[src/rtl/rst_tree_pkg.sv]
package rst_tree_pkg;

  localparam int NUM_TMR = 5;
  localparam int TMR_DIG  = 0;
  localparam int TMR_SOFT = 1;
  localparam int TMR_P1   = 2;
  localparam int TMR_P2   = 3;
  localparam int TMR_VP   = 4;

  localparam int RCTL_W       = 4;
  localparam int RCTL_DIG_BIT = 0;
  localparam int RCTL_P1_BIT  = 1;
  localparam int RCTL_P2_BIT  = 2;
  localparam int RCTL_VP_BIT  = 3;

  typedef struct packed {
    logic hbi;
    logic hmac;
    logic csr_lo;
    logic csr_hi;
    logic dig;
    logic phy1;
    logic phy2;
    logic vphy;
  } rst_bus_t;

  // Tier coverage: which active pulse reaches which domain.
  function automatic rst_bus_t map_resets(input logic chip,
                                          input logic [NUM_TMR-1:0] busy);
    rst_bus_t r;
    logic multi_lo;
    logic multi_hi;
    multi_lo = busy[TMR_DIG] | busy[TMR_SOFT];
    multi_hi = busy[TMR_DIG];
    r.hbi    = chip | multi_lo;
    r.hmac   = chip | multi_lo;
    r.csr_lo = chip | multi_lo;
    r.csr_hi = chip | multi_hi;
    r.dig    = chip | multi_hi;
    r.phy1   = chip | busy[TMR_P1];
    r.phy2   = chip | busy[TMR_P2];
    r.vphy   = chip | busy[TMR_VP];
    return r;
  endfunction

endpackage

[src/rtl/rst_tree_sync.sv]
module rst_tree_sync #(
  parameter int STAGES = 2
) (
  input  logic clk_i,
  input  logic arst_n_i,
  output logic srst_n_o
);
  logic [STAGES-1:0] chain;

  always_ff @(posedge clk_i or negedge arst_n_i) begin
    if (!arst_n_i) chain <= '0;
    else           chain <= {chain[STAGES-2:0], 1'b1};
  end

  assign srst_n_o = chain[STAGES-1];
endmodule

[src/rtl/rst_tree_pulse.sv]
module rst_tree_pulse #(
  parameter int LEN = 16
) (
  input  logic clk_i,
  input  logic rst_n_i,
  input  logic req_i,
  output logic busy_o
);
  localparam int CW = $clog2(LEN + 1);
  localparam logic [CW-1:0] LOAD = CW'(LEN);

  logic [CW-1:0] remain;

  function automatic logic [CW-1:0] next_remain(input logic [CW-1:0] cur,
                                                input logic req);
    if (req)            return LOAD;
    else if (cur != '0) return cur - 1'b1;
    else                return '0;
  endfunction

  always_ff @(posedge clk_i or negedge rst_n_i) begin
    if (!rst_n_i) remain <= '0;
    else          remain <= next_remain(remain, req_i);
  end

  assign busy_o = (remain != '0);
endmodule

[src/rtl/rst_tree_ctrl.sv]
module rst_tree_ctrl
  import rst_tree_pkg::*;
#(
  parameter int PULSE_LEN   = 16,
  parameter int SYNC_STAGES = 2
) (
  input  logic              clk_i,
  input  logic              por_n_i,
  input  logic              ext_rst_n_i,
  input  logic              rctl_wr_i,
  input  logic [RCTL_W-1:0] rctl_wdata_i,
  input  logic              hcfg_wr_i,
  input  logic              hcfg_wdata_i,
  input  logic              pm_vphy_req_i,
  input  logic              phy1_ctl_rst_i,
  input  logic              phy2_ctl_rst_i,
  input  logic              vphy_ctl_rst_i,
  output logic [RCTL_W-1:0] rctl_rdata_o,
  output logic              hcfg_soft_o,
  output logic              rst_hbi_o,
  output logic              rst_hmac_o,
  output logic              rst_csr_lo_o,
  output logic              rst_csr_hi_o,
  output logic              rst_dig_o,
  output logic              rst_phy1_o,
  output logic              rst_phy2_o,
  output logic              rst_vphy_o
);

  logic               raw_n;
  logic               sync_n;
  logic               chip_evt;
  logic               rctl_live;
  logic               lo_live;
  logic [NUM_TMR-1:0] req_vec;
  logic [NUM_TMR-1:0] busy_vec;
  rst_bus_t           rst_bus;

  assign raw_n = por_n_i & ext_rst_n_i;

  rst_tree_sync #(.STAGES(SYNC_STAGES)) u_sync (
    .clk_i    (clk_i),
    .arst_n_i (raw_n),
    .srst_n_o (sync_n)
  );

  assign chip_evt = ~sync_n;

  // Register writes only land in domains that are out of reset.
  assign rctl_live = rctl_wr_i & ~rst_bus.csr_hi;
  assign lo_live   = ~rst_bus.csr_lo;

  assign req_vec[TMR_DIG]  = rctl_live & rctl_wdata_i[RCTL_DIG_BIT];
  assign req_vec[TMR_SOFT] = hcfg_wr_i & hcfg_wdata_i & lo_live;
  assign req_vec[TMR_P1]   = (rctl_live & rctl_wdata_i[RCTL_P1_BIT])
                           | (phy1_ctl_rst_i & ~rst_bus.phy1);
  assign req_vec[TMR_P2]   = (rctl_live & rctl_wdata_i[RCTL_P2_BIT])
                           | (phy2_ctl_rst_i & ~rst_bus.phy2);
  assign req_vec[TMR_VP]   = (rctl_live & rctl_wdata_i[RCTL_VP_BIT])
                           | (pm_vphy_req_i & lo_live)
                           | (vphy_ctl_rst_i & ~rst_bus.vphy);

  for (genvar g = 0; g < NUM_TMR; g++) begin : g_tmr
    rst_tree_pulse #(.LEN(PULSE_LEN)) u_pulse (
      .clk_i   (clk_i),
      .rst_n_i (sync_n),
      .req_i   (req_vec[g]),
      .busy_o  (busy_vec[g])
    );
  end

  assign rst_bus = map_resets(chip_evt, busy_vec);

  assign rst_hbi_o    = rst_bus.hbi;
  assign rst_hmac_o   = rst_bus.hmac;
  assign rst_csr_lo_o = rst_bus.csr_lo;
  assign rst_csr_hi_o = rst_bus.csr_hi;
  assign rst_dig_o    = rst_bus.dig;
  assign rst_phy1_o   = rst_bus.phy1;
  assign rst_phy2_o   = rst_bus.phy2;
  assign rst_vphy_o   = rst_bus.vphy;

  assign rctl_rdata_o[RCTL_DIG_BIT] = busy_vec[TMR_DIG];
  assign rctl_rdata_o[RCTL_P1_BIT]  = busy_vec[TMR_P1];
  assign rctl_rdata_o[RCTL_P2_BIT]  = busy_vec[TMR_P2];
  assign rctl_rdata_o[RCTL_VP_BIT]  = busy_vec[TMR_VP];
  assign hcfg_soft_o                = busy_vec[TMR_SOFT];

endmodule

[config.mk]
export PLATFORM = sky130hd
export DESIGN_NAME = rst_tree_ctrl
export DESIGN_NICKNAME = d
export VERILOG_FILES = /design/src/rtl/rst_tree_pkg.sv /design/src/rtl/rst_tree_sync.sv /design/src/rtl/rst_tree_pulse.sv /design/src/rtl/rst_tree_ctrl.sv
export SDC_FILE = /design/constraint.sdc
export NUM_CORES = 1
export LEC_CHECK = 0
export BUFFER_PORTS_ARGS = -buffer_cell sky130_fd_sc_hd__clkbuf_2
export CAP_MARGIN = 15
export CORE_UTILIZATION = 53
export CTS_CLUSTER_DIAMETER = 30
export DETAILED_ROUTE_END_ITERATION = 16
export PLACE_DENSITY = 0.81
export SYNTH_ARGS = -nofsm -noshare
export SYNTH_HDL_FRONTEND = slang
export SYNTH_SLANG_ARGS = --single-unit
[constraint.sdc]
create_clock -name clk_i -period 2.1 [get_ports clk_i]
set_input_delay 0.105 -clock clk_i [delete_from_list [all_inputs] [get_ports clk_i]]
set_output_delay 0.105 -clock clk_i [all_outputs]
set_load 0.05 [all_outputs]
# ---- Yosys cells after proc, flatten, opt, wreduce, memory -nomap -nowiden
# Cells that the tools add are included.
dict set report totals {
  register_bits 27
  output_inout_bits 13
}
dict set report classes {
  add_sub_neg 5
  mux 10
  bitwise_logic 28
  n_reduce_logical 5
}
# cell n
set op_table {}
lappend op_table {{2-to-1 mux 5 bit} 10}
lappend op_table {{nonzero test 5 bit} 5}
lappend op_table {{subtractor 5 x 1 -> 5 bit, second input constant} 5}
lappend op_table {{AND 1 bit} 12}
lappend op_table {{bitwise OR 1 bit} 10}
lappend op_table {{NOT 1 bit} 6}

# ---- Longest topological paths before layout
dict set report depth {
  ltp_word 8
  depth_mapped 7
  depth_no_buf 5
}

# ---- Hierarchy
# From an unflattened synthesis, not the netlist that was laid out.
dict set report unflattened {
  hier_cells 121
  area_unflattened_um2 1282.5
}
# module instances cells_each area_per_inst_um2 seq_area_each_um2
set modules_own_cells {}
lappend modules_own_cells {rst_tree_pulse 5 19 220.2 125.1}
lappend modules_own_cells {rst_tree_ctrl 1 23 127.6 0.0}
lappend modules_own_cells {rst_tree_sync 1 3 53.8 50.0}

# ---- Worst setup path after synthesis
# OpenSTA, ideal clock, no wires.
dict set report synth_timing {
  path_kind {register to output}
  start {reg u_sync.chain[1]}
  end {out rst_hbi_o}
  arrival_ps 2059
  required_ps 1995
  path_slack_ps -64
  path_stages_with_launch 4
  path_buffers 2
  cell_sequence {dfrtp_1 -> clkbuf_1 -> nand3_1 -> buf_4}
}
dict set report synth_via {
  elab_chain_cells 2
}
# item line_no
set synth_lines {}
lappend synth_lines {{start: declaration} rst_tree_sync.sv:8} ;# logic [STAGES-1:0] chain;
lappend synth_lines {{start signal: assignment} rst_tree_sync.sv:12} ;# else chain <= {chain[STAGES-2:0], 1'b1};
lappend synth_lines {{NOT 1 bit} rst_tree_ctrl.sv:47} ;# assign chip_evt = ~sync_n;
lappend synth_lines {{bitwise OR 1 bit} -}
lappend synth_lines {{end: declaration} rst_tree_ctrl.sv:20} ;# output logic rst_hbi_o,
# No other way between the ends.

# ---- Worst setup path after layout
dict set report layout_timing {
  start {reg g_tmr[1].u_pulse.remain[0]}
  end {out rst_hmac_o}
}
dict set report layout_via {
  elab_chain_cells 3
}
# item line_no
set layout_lines {}
lappend layout_lines {{start: declaration} rst_tree_pulse.sv:12} ;# logic [CW-1:0] remain;
lappend layout_lines {{start signal: assignment} rst_tree_pulse.sv:23} ;# else remain <= next_remain(remain, req_i);
lappend layout_lines {{nonzero test 5 bit} rst_tree_pulse.sv:26} ;# assign busy_o = (remain != '0);
lappend layout_lines {{bitwise OR 1 bit} rst_tree_pkg.sv:33} ;# multi_lo = busy[TMR_DIG] | busy[TMR_SOFT];
lappend layout_lines {{bitwise OR 1 bit} rst_tree_pkg.sv:36} ;# r.hmac = chip | multi_lo;
lappend layout_lines {{end: declaration} rst_tree_ctrl.sv:21} ;# output logic rst_hmac_o,
# No other way between the ends.

==> out/metrics.csv <==
metric,value,unit
status,finished clean,
Antenna Cells,0,
routed vias,953,
RSZ-0062 raised after global routing,false,
Setup TNS,0,ns
H-tree depth,1,
synth cell count leaders,"27 x dfrtp_1, 18 x nor2_1, 17 x inv_1",
relative slew slack,0.647,
Synth Instances,127,
Lkg Pwr,0.000737,µW
met2 WL post-DR,1.30,mm
TritonCTS Buffers,3,
I/O pins,27,
Final period util,0.929,
worst path required time,2.00,ns
gr ovfl total,0,
crit end category,output pin,
MaxCap Viol Count,0,
Die Width,52.0,µm
Worst Slack Setup Final,0.149,ns
Slew Limit Fails,0,
wl on met1,1.11,mm
Post-synth EDFFs,0,
DRC viols,0,
Pwr Density,1530,nW/µm²
largest net degree at the start of global routing,23,
initial DRC count,11,
die area,2700,µm²
Min-Delay Path Class,input pin to register,
Layout fillers,183,
pre-CTS setup slack,0.441,ns
GRT Util Overall,0.219,
clk slew on worst S/H paths,0.13,ns
"Async S/R FF share, synth",1.00,
Max Freq,513,MHz
Port Buffers,26,
routability cong.,0.767,
FP Rows,17,
Post-Syn Area,1320,µm²
WL/cell,13.5,µm
Setup Skew,0.00677,ns
number of synthesized register bits,27,
CTS tree,done,
Bufs on Longest Clock Path,2,
vias in the first global route,963,
number of antenna-violating nets in the routed design,0,
Top Layer Used,met4,
met3 WL post-DR,64,µm
root buf cell,clkbuf_4,
Die Y,52.0,µm
Mean Syn Cell Area,10.4,µm²
count of different cell masters after synthesis,25,
CP Class,register to output pin,
core area,2280,µm²
Clock Latency Late Sink,0.32,ns
"count leader, synth",dfrtp_1,
Final Hold Fails,0,
worst-path fanout max,4,
sequential-to-total area share from yosys stat,0.510,
peak supply drop,0.820,mV
Initial Util,0.582,
initial antenna violation count,0,
startpoint types,register,
Clock Sinks,27,
final worst path period need,1.95,ns
Nets,176,
Fin Hold WS,0.0258,ns
P&R area growth vs syn,16.0,%
layout cells sized above 1,0.269,
top-area cell type share of the netlist area,0.510,
endpoints failing setup,0,
first-pass GRT wire length,4.23,mm
Synth Flop Type,dfrtp_1,
drt total wl,2.48,mm
syn_nets,146,
HPWL after DPL,1.88,mm
Synth area leaders,"dfrtp_1 51%, xnor2_1 6.6%, nor2_1 5.1%",
post-DR vias/cell,5.18,
Tightest Pin Transition,0.523,ns
crit path DAT,1.85,ns
synth warn,0,
TritonRoute pass-1 iters,4,
cell taking the most area after synthesis,dfrtp_1,
[layout by cell type, fill, tap and decap left out, drive strengths merged]
master and count:
nor3 7, nand2 8, conb 1, a41o 2, ha 5, dfrtp 27
o21ai 1, nor2 18, buf 4, clkbuf 30, nor4b 5, nand3 1
a221o 3, xnor2 10, and3 2, or3b 2, inv 17, o31ai 1
dlygate4sd3 4, a22o 2, and2 2, a211oi 4
[where the power goes]
| part | total, µW | internal, µW | switching, µW | leakage, µW |
|---|---|---|---|---|
| Sequential | 1000 | 767 | 237 | 0.000329 |
| Clock | 218 | 74.3 | 143 | 0.0000150 |
| Combinational | 1120 | 501 | 620 | 0.000393 |
| Total | 2340 | 1340 | 1000 | 0.000737 |
[area by class of cell]
type | count | area (µm²) | area share
Inverter | 17 | 63.8 | 0.0416
Multi-Input combinational cell | 74 | 533 | 0.347
Tap cell | 28 | 35.0 | 0.0228
Clock buffer | 4 | 26.3 | 0.0171
Sequential cell | 27 | 677 | 0.441
Timing Repair Buffer | 34 | 200 | 0.130
[per-layer routing]
metal	global-route usage	up-vias
met1	0.262	457
met2	0.395	24
met3	0.0263	2
met4	0.0811	0
met5	0	-
li1	-	470
[through the flow]
stage | power (µW) | cells | instance area, µm² | utilization
6_report | 2340 | 184 | 1540 | 0.675
2_1_floorplan | 1870 | 127 | 1330 | -
4_1_cts | 2320 | 183 | 1510 | 0.664
3_5_place_dp | 2100 | 175 | 1450 | 0.635
5_1_grt | 2540 | 184 | 1540 | 0.675
3_3_place_gp | 2020 | 175 | 1450 | 0.635
[final timing paths]
check | start | cells past startpoint | to | slack, ns
setup / recovery | g_tmr[1].u_pulse.remain[0] | 5 | rst_hmac_o | 0.15
hold / removal | rctl_wdata_i[0] | 2 | g_tmr[0].u_pulse.remain[4] | 0.03
setup reg to reg | g_tmr[0].u_pulse.remain[0] | 7 | g_tmr[2].u_pulse.remain[4] | 0.35
hold reg to reg | u_sync.chain[1] | 0 | g_tmr[4].u_pulse.remain[2] | 0.21
max in group asynchronous | ext_rst_n_i | 4 | u_sync.chain[1] | 1.23
min in group asynchronous | por_n_i | 3 | u_sync.chain[1] | 0.20
[logic make-up (layout without fill, tap and decap cells)]
kind of cell             after synthesis  in the layout  share of synthesized area
AO/OA/AOI/OAI                         13             13                     0.0841
XOR/XNOR                              10             10                     0.0662
adder cells (fa/ha/maj)                5              5                     0.0473
buffers and inverters                 26             55                     0.0992
flip-flops                            27             27                      0.510
other                                  1              1                    0.00283
AND/OR/NAND/NOR                       45             45                      0.190
[critical path, cell delays in order, from the launching register on]
cell and delay, ns:
dfrtp_1 0.42, inv_1 0.06, ha_1 0.21, nor4b_2 0.35, nand3_1 0.21, clkbuf_2 0.29
[state kept, by name (all words and copies together) (netlist names)]
name / flops
g_tmr.u_pulse.remain: 25
u_sync.chain: 2
[repair_timing]
item,in CTS,in global routing
resized for setup,0,3
hold buffers,4,0
endpoints found under the hold margin,3,0
setup endpoints to repair,0,6
buffers inserted,0,1
No activity file was read; power rests on OpenSTA's default activity.
